`src/rtl/pst_pkg.sv`:
```
package pst_pkg;

   typedef enum logic [0:0] {
      OP_PROG  = 1'b0,
      OP_ERASE = 1'b1
   } op_kind_e;

   function automatic int unsigned max_u(input int unsigned a, input int unsigned b);
      return (a > b) ? a : b;
   endfunction

endpackage

```
`src/rtl/pst_op_timer.sv`:
```
module pst_op_timer
   import pst_pkg::*;
#(
   parameter int unsigned PROG_CYCLES  = 1250,
   parameter int unsigned ERASE_CYCLES = 1250000000
) (
   input  logic     clk,
   input  logic     rst_n,
   input  logic     start_prog,
   input  logic     start_erase,
   output logic     busy,
   output op_kind_e kind,
   output logic     accept_prog
);

   localparam int unsigned MAXC = max_u(PROG_CYCLES, ERASE_CYCLES);
   localparam int unsigned CW   = $clog2(MAXC + 1);
   localparam logic [CW-1:0] PROG_LOAD  = CW'(PROG_CYCLES - 1);
   localparam logic [CW-1:0] ERASE_LOAD = CW'(ERASE_CYCLES - 1);

   if (PROG_CYCLES < 1) begin : g_bad_prog
      $error("PROG_CYCLES must be at least 1");
   end
   if (ERASE_CYCLES < 1) begin : g_bad_erase
      $error("ERASE_CYCLES must be at least 1");
   end

   logic [CW-1:0] remain;
   logic          accept;

   assign accept      = !busy && (start_prog || start_erase);
   assign accept_prog = !busy && start_prog;

   always_ff @(posedge clk or negedge rst_n) begin
      if (!rst_n) begin
         busy   <= 1'b0;
         remain <= '0;
         kind   <= OP_PROG;
      end else if (!busy) begin
         if (start_prog) begin
            busy   <= 1'b1;
            remain <= PROG_LOAD;
            kind   <= OP_PROG;
         end else if (start_erase) begin
            busy   <= 1'b1;
            remain <= ERASE_LOAD;
            kind   <= OP_ERASE;
         end
      end else if (remain == '0) begin
         busy <= 1'b0;
      end else begin
         remain <= remain - 1'b1;
      end
   end

   // Independent window counter used only by the duration check
   logic [CW:0] win_len;
   always_ff @(posedge clk or negedge rst_n) begin
      if (!rst_n)                     win_len <= '0;
      else if (accept)                win_len <= 1;
      else if (busy && remain != '0)  win_len <= win_len + 1'b1;
   end

   assert_busy_after_start_R3: assert property (@(posedge clk) disable iff (!rst_n)
      accept |=> busy);

   assert_window_length_R3: assert property (@(posedge clk) disable iff (!rst_n)
      $fell(busy) |-> (win_len == ((kind == OP_PROG) ? (CW+1)'(PROG_CYCLES)
                                                     : (CW+1)'(ERASE_CYCLES))));

   assert_kind_held_R4: assert property (@(posedge clk) disable iff (!rst_n)
      busy |=> $stable(kind));

endmodule

```
`src/rtl/pst_toggle_bit.sv`:
```
module pst_toggle_bit (
   input  logic clk,
   input  logic rst_n,
   input  logic access,
   input  logic busy,
   output logic tog
);

   logic access_q;
   logic strobe_done;

   assign strobe_done = access_q && !access;

   always_ff @(posedge clk or negedge rst_n) begin
      if (!rst_n) begin
         access_q <= 1'b0;
         tog      <= 1'b0;
      end else begin
         access_q <= access;
         if (strobe_done && busy) tog <= ~tog;
      end
   end

   assert_toggle_frozen_idle_R8: assert property (@(posedge clk) disable iff (!rst_n)
      !busy |=> $stable(tog));

   assert_toggle_needs_strobe_R6: assert property (@(posedge clk) disable iff (!rst_n)
      !strobe_done |=> $stable(tog));

endmodule

```
`src/rtl/pst_read_path.sv`:
```
module pst_read_path
   import pst_pkg::*;
#(
   parameter int unsigned DW = 8,
   parameter int unsigned AW = 20
) (
   input  logic          rst_n,
   input  logic          access,
   input  logic          busy,
   input  op_kind_e      kind,
   input  logic [AW-1:0] rd_addr,
   input  logic [AW-1:0] last_addr,
   input  logic          last_msb,
   input  logic [DW-1:0] array_data,
   input  logic          tog,
   output logic [DW-1:0] dq_out,
   output logic          dq_oe
);

   localparam int unsigned POLL_BIT = DW - 1;
   localparam int unsigned TOG_BIT  = DW - 2;

   if (DW < 2) begin : g_bad_dw
      $error("DW must be at least 2");
   end

   logic          poll_hit;
   logic [DW-1:0] status_word;

   assign dq_oe    = rst_n && access;
   assign poll_hit = busy && (kind == OP_PROG) && (rd_addr == last_addr);

   for (genvar b = 0; b < DW; b++) begin : g_bit
      if (b == POLL_BIT) begin : g_poll
         assign status_word[b] = poll_hit ? ~last_msb : array_data[b];
      end else if (b == TOG_BIT) begin : g_tog
         assign status_word[b] = busy ? tog : array_data[b];
      end else begin : g_plain
         assign status_word[b] = array_data[b];
      end
   end

   assign dq_out = dq_oe ? status_word : '0;

endmodule

```
`src/rtl/prog_status_unit.sv`:
```
module prog_status_unit
   import pst_pkg::*;
#(
   parameter int unsigned DW           = 8,
   parameter int unsigned AW           = 20,
   parameter int unsigned PROG_CYCLES  = 1250,
   parameter int unsigned ERASE_CYCLES = 1250000000
) (
   input  logic          clk,
   input  logic          rst_n,
   input  logic          start_prog,
   input  logic          start_erase,
   input  logic [AW-1:0] load_addr,
   input  logic          load_msb,
   input  logic          ce_n,
   input  logic          oe_n,
   input  logic [AW-1:0] rd_addr,
   input  logic [DW-1:0] array_data,
   output logic [DW-1:0] dq_out,
   output logic          dq_oe,
   output logic          rb_pull_low
);

   localparam int unsigned POLL_BIT = DW - 1;

   logic          busy;
   logic          accept_prog;
   op_kind_e      kind;
   logic          tog;
   logic          access;
   logic [AW-1:0] last_addr;
   logic          last_msb;

   assign access      = !ce_n && !oe_n;
   assign rb_pull_low = busy;

   pst_op_timer #(
      .PROG_CYCLES (PROG_CYCLES),
      .ERASE_CYCLES(ERASE_CYCLES)
   ) u_timer (
      .clk        (clk),
      .rst_n      (rst_n),
      .start_prog (start_prog),
      .start_erase(start_erase),
      .busy       (busy),
      .kind       (kind),
      .accept_prog(accept_prog)
   );

   always_ff @(posedge clk or negedge rst_n) begin
      if (!rst_n) begin
         last_addr <= '0;
         last_msb  <= 1'b0;
      end else if (accept_prog) begin
         last_addr <= load_addr;
         last_msb  <= load_msb;
      end
   end

   pst_toggle_bit u_tog (
      .clk   (clk),
      .rst_n (rst_n),
      .access(access),
      .busy  (busy),
      .tog   (tog)
   );

   pst_read_path #(
      .DW(DW),
      .AW(AW)
   ) u_read (
      .rst_n     (rst_n),
      .access    (access),
      .busy      (busy),
      .kind      (kind),
      .rd_addr   (rd_addr),
      .last_addr (last_addr),
      .last_msb  (last_msb),
      .array_data(array_data),
      .tog       (tog),
      .dq_out    (dq_out),
      .dq_oe     (dq_oe)
   );

   assert_oe_needs_strobes_R2: assert property (@(posedge clk) disable iff (!rst_n)
      dq_oe |-> (!ce_n && !oe_n));

   assert_quiet_bus_R2: assert property (@(posedge clk) disable iff (!rst_n)
      !dq_oe |-> (dq_out == '0));

   assert_busy_from_start_R3: assert property (@(posedge clk) disable iff (!rst_n)
      $rose(rb_pull_low) |-> $past(start_prog || start_erase));

   assert_capture_held_R4: assert property (@(posedge clk) disable iff (!rst_n)
      busy |=> ($stable(last_addr) && $stable(last_msb)));

   assert_poll_inverted_R5: assert property (@(posedge clk) disable iff (!rst_n)
      (busy && kind == OP_PROG && rd_addr == last_addr && dq_oe)
         |-> (dq_out[POLL_BIT] != last_msb));

   assert_idle_true_data_R8: assert property (@(posedge clk) disable iff (!rst_n)
      (!busy && dq_oe) |-> (dq_out == array_data));

endmodule

```
`config.mk`:
```
export PLATFORM = sky130hd
export DESIGN_NAME = prog_status_unit
export DESIGN_NICKNAME = d
export VERILOG_FILES = /design/src/rtl/pst_pkg.sv /design/src/rtl/pst_op_timer.sv /design/src/rtl/pst_toggle_bit.sv /design/src/rtl/pst_read_path.sv /design/src/rtl/prog_status_unit.sv
export SDC_FILE = /design/constraint.sdc
export NUM_CORES = 1
export LEC_CHECK = 0
export ABC_CLOCK_PERIOD_IN_PS = 2700
export BUFFER_PORTS_ARGS = -buffer_cell sky130_fd_sc_hd__buf_2
export CORE_MARGIN = 3
export CORE_UTILIZATION = 55
export DETAILED_ROUTE_END_ITERATION = 10
export PLACE_DENSITY = 0.8
export SYNTH_ARGS = -nofsm -noshare
export SYNTH_HDL_FRONTEND = slang
export SYNTH_SLANG_ARGS = --single-unit
```
`constraint.sdc`:
```
create_clock -name clk -period 2.7 [get_ports clk]
set_input_delay 0.27 -clock clk [delete_from_list [all_inputs] [get_ports clk]]
set_output_delay 0.27 -clock clk [all_outputs]
set_load 0.02 [all_outputs]
```
; ---- After elaboration in Yosys (flattened, before gate mapping)
; Index checks and enable logic that the tools add are counted.
[op_classes]
n_addsub = 1
eq_ne = 2
mux = 13
bitwise = 4
n_reduce_logical = 16
[ops]
columns = op, n
row1 = $mux 31, 4
row2 = $logic_not 31->1, 1
row3 = $sub 31x1->31 const B, 1
row4 = $eq 20x20->1, 1
row5 = $mux 1, 8
row6 = $mux 8, 1
row7 = $logic_and 1x1->1, 7
row8 = $logic_not 1->1, 4
row9 = $not 1->1, 4
row10 = $reduce_and 2->1, 2
row11 = $reduce_bool 3->1, 1
row12 = $ne 2x2->1 const B, 1
row13 = $reduce_bool 2->1, 1
[word_totals]
regBits = 56
output_inout_bits = 10

; ---- Logic depth before layout (Yosys ltp)
[depth]
depth_word = 5
ltp_mapped = 9

; ---- Hierarchy
; From an unflattened synthesis, not the netlist that was laid out.
[hier_totals]
cells_unflattened = 293
area_unflattened_um2 = 3216.8
[modules_own_cells]
columns = module, n_inst, cells_each, area_each_um2, seq_area_each_um2
row1 = pst_op_timer, 1, 204, 1941.9, 825.8
row2 = prog_status_unit, 1, 45, 863.3, 525.5
row3 = pst_read_path, 1, 40, 325.3, 0.0
row4 = pst_toggle_bit, 1, 4, 86.3, 50.0

; ---- Worst setup path before layout
; No wires, ideal clock.
[synth_path]
kind = register to register
from = reg u_timer.remain[0]
to = reg u_timer.remain[28]
arrival_time_ns = 2.209
required_time_ns = 2.621
slack_ns = 0.411
path_stages_with_launch = 8
n_path_buf = 0
path_cell_list = dfrtp_1 > inv_1 > ha_1 > nor4b_2 > nand4_2 > or4_4 > or4_1 > a21oi_1
[synth_via]
elab_chain_cells = 3
[synth_rtl]
columns = element, line_no
row1 = from (decl), pst_op_timer.sv:28  ; logic [CW-1:0] remain;
row2 = from (signal assigned), pst_op_timer.sv:52  ; remain <= remain - 1'b1;
row3 = $sub 31x1->31 or $logic_not 31->1 (tied branches), "pst_op_timer.sv:52, pst_op_timer.sv:49"
row4 = $mux 31 or $ne 2x2->1 (tied branches), --
row5 = $mux 31 or $reduce_and 2->1 (tied branches), --
; Parallel ways exist; a longest one is shown, timed or not. The select of a mux whose other input is x is not followed.
; A chain may end at the register's enable or synchronous reset.

; ---- Final worst setup path
[layout_path]
from = reg u_timer.remain[1]
to = reg u_timer.remain[28]
; The elaborated chain is that of the path after synthesis.

==> results.cfg <==
[floorplan]
coreArea_um2 = 5540
initial_core_util_pct = 57.18
die_area_um2 = 6707
die_y_um = 81.90
ioPinCount = 65
row_count = 27
die_width_um = 81.90

[logic_synthesis]
syn_area_per_cell_um2 = 10.15
synth_edf_count = 0
synth-main-ff-cell = dfrtp_1
synth_seq_cells = 56
ys_seq_area_share_pct = 44.23
synthDistinctLibCells = 56
synth_nets = 368
synth-async-reset-ratio_pct = 100.0
synth_cells = 312
synth_area_um2 = 3168
ys_warn_count = 0

[global_routing]
grt_pass1_wl_um = 12830
grt_overflow = 0
use_met1_pct = 31.45
use_met2_pct = 39.98
grt_pass1_vias = 2786
use_met3_pct = 7.237
antenna_found_initial = 0
grt_max_degree = 46
grt_usage_pct = 24.73
gr-max-usage-layer = met2

[critical_path]
startpoint_type = register
critPathArrivalTime_ns = 2.66
r2r-start = u_timer.remain[1]
worstPathCellList = inv_1, ha_1, nor4b_2, nand4_2, or4_4, or4_1, a21oi_1
end_kind = register
slowest_stage = or4_4
crit_type = register to register
crit_required_ns = 2.94
startpoint = u_timer.remain[1]
cp_max_fo = 6
max_stage_delay_ns = 0.55

[routing]
vias_per_cell = 6.079
first_pass_iters = 4
drt_iter0_drc = 141
vias = 2760
wl_um = 7515
wl_per_cell_um = 16.55
remaining_drc_errors = 0
ant_nets = 0

[hold_path]
hp-class = primary input to register
hp-start = load_addr[12]

[power_and_ir_drop]
leakagePower_nw = 1.624
powerDensity_nw_per_um2 = 533.9
peakVddDrop_mv = 0.3009

[finish]
multi_input_area_um2 = 1675
drive_above_1_share_pct = 30.63
synthToLayoutAreaGrowth_pct = 17.46
n_antenna_cell = 0
fin_util_pct = 67.16
nNetsFinal = 437
ff_latch_area_um2 = 1401
fillers = 461

[sta]
layout_worst_path_cycle_share_pct = 89.74
skew_ns = 0.006058
period_needed_ns = 2.423
max_slew_margin_pct = 48.68
hold_slack_ns = 0.1833
rsz0062_at_grt = false
final.setup.tns_ns = 0
tightest_slew_ns = 0.7647
setup_viol = 0
finalHoldViolCount = 0
fmax_mhz = 412.7
slew_violations = 0

[clocking]
worstSkewPairLatency_ns = 0.31
cts-htree-levels = 2
root_buffer = clkbuf_8
cts_buffer_depth = 2
clk_pin_slew_worst_paths_ns = 0.10
numCtsBuffers = 5
cts.sinks = 56
cts_tree = built

[placed_design]
place.gp.congestion = 0.8795
portBuffers = 64
hpwl_um = 5522

[job]
maxCapViolations = 0

[run_status]
status = finished, final reports clean
stage by stage:
step	setup WS, ns	power [mW]	instance area [µm²]	instances
floorplan	0.4111	1.314	3168	312
global placement	0.4032	1.424	3603	445
detailed placement	0.3057	1.444	3603	445
CTS	0.2895	1.996	3721	454
global route	0.08068	2.087	3721	454
finish	0.2772	1.987	3721	454
path summary, 6_finish.rpt:
check                                endpoint  cells past startpoint  slack, ns
setup / recovery           u_timer.remain[28]                      7       0.28
hold / removal                  last_addr[12]                      2       0.18
setup reg to reg           u_timer.remain[28]                      7       0.28
hold reg to reg            u_timer.remain[26]                      1       0.48
max in group asynchronous  u_timer.remain[28]                      3       1.40
min in group asynchronous      u_tog.access_q                      2       0.42
metal layers:
layer | vias to the layer above | part of all wire [%]
li1 | 1313 | -
met1 | 1330 | 43
met2 | 98 | 47
met3 | 19 | 7.2
met4 | 0 | 2.5
met5 | - | 0
Yosys cell counts, drive strengths merged, types with 2 or more instances:
cell type | number | area (µm²)
nor3 | 14 | 75.07
clkbuf | 8 | 30.03
or3 | 12 | 80.08
and2 | 2 | 12.51
dfrtp | 56 | 1401
nor2 | 26 | 97.59
nand2 | 19 | 71.32
buf | 7 | 37.53
nand3 | 6 | 30.03
inv | 7 | 26.28
o311ai | 3 | 26.28
nor4 | 10 | 83.83
nand4 | 8 | 56.30
mux2 | 22 | 247.7
mux2i | 6 | 60.06
and3 | 7 | 43.79
o21a | 2 | 15.01
a41oi | 2 | 17.52
a211oi | 3 | 27.52
or2 | 2 | 12.51
o211ai | 3 | 22.52
o31ai | 7 | 66.31
or4 | 5 | 41.29
xor2 | 7 | 61.31
o21bai | 3 | 22.52
a21oi | 9 | 45.04
o21ai | 7 | 35.03
nor2b | 2 | 12.51
nor4b | 4 | 41.29
a311oi | 5 | 43.79
nand3b | 2 | 15.01
xnor2 | 17 | 148.9
nand4b | 2 | 17.52
a31oi | 5 | 31.28
and4 | 3 | 26.28
cells by family after synthesis:
kind of cell,share of synthesized area [%]
compound gates,13.23
simple gates,22.83
mux,9.716
buf+inv,2.962
flops,44.23
fa+ha+maj,0.3949
xor+xnor,6.635
registers in the layout, summed over array words and instances (netlist names):
name,count
u_timer.busy,1
u_tog.tog,1
u_timer.kind,1
u_timer.remain,31
u_tog.access_q,1
last_addr,20
last_msb,1
cell usage in the layout (no fill, tap or decap), types with 8 or more instances in the layout:
master    n
a21oi_1   9
buf_2    64
buf_4    12
dfrtp_1  56
mux2_2   22
nand2_1  19
nor2_1   26
nor3_1   13
nor4_1    8
or3_1    11
xnor2_1  17
layout make-up:
type                            count  area share (%)
Clock buffer                        6           1.950
Clock inverter                      2          0.9415
Inverter                            7          0.7061
Multi-Input combinational cell    234           45.02
Sequential cell                    56           37.66
Tap cell                           72           2.421
Timing Repair Buffer               77           11.30
where the power goes:
group	switching, mW	internal (mW)
clock network	0.275	0.276
registers	0.132	0.944
logic	0.173	0.187
total	0.580	1.41
repair_timing:
item	4_1_cts	5_1_grt
buffers inserted	0	0
hold buffers	1	0
gates resized for setup	0	0
endpoints found under the hold margin	11	0
critical path, delay by kind of cell, from the launching register on:
| family | cells | cell delay, ns |
|---|---|---|
| buffers and inverters | 1 | 0.06 |
| adders and majority gates | 1 | 0.24 |
| DFF | 1 | 0.41 |
| AOI/OAI and AO/OA | 1 | 0.16 |
| and+or+nand+nor | 4 | 1.49 |
(Power assumes the default switching activity.)
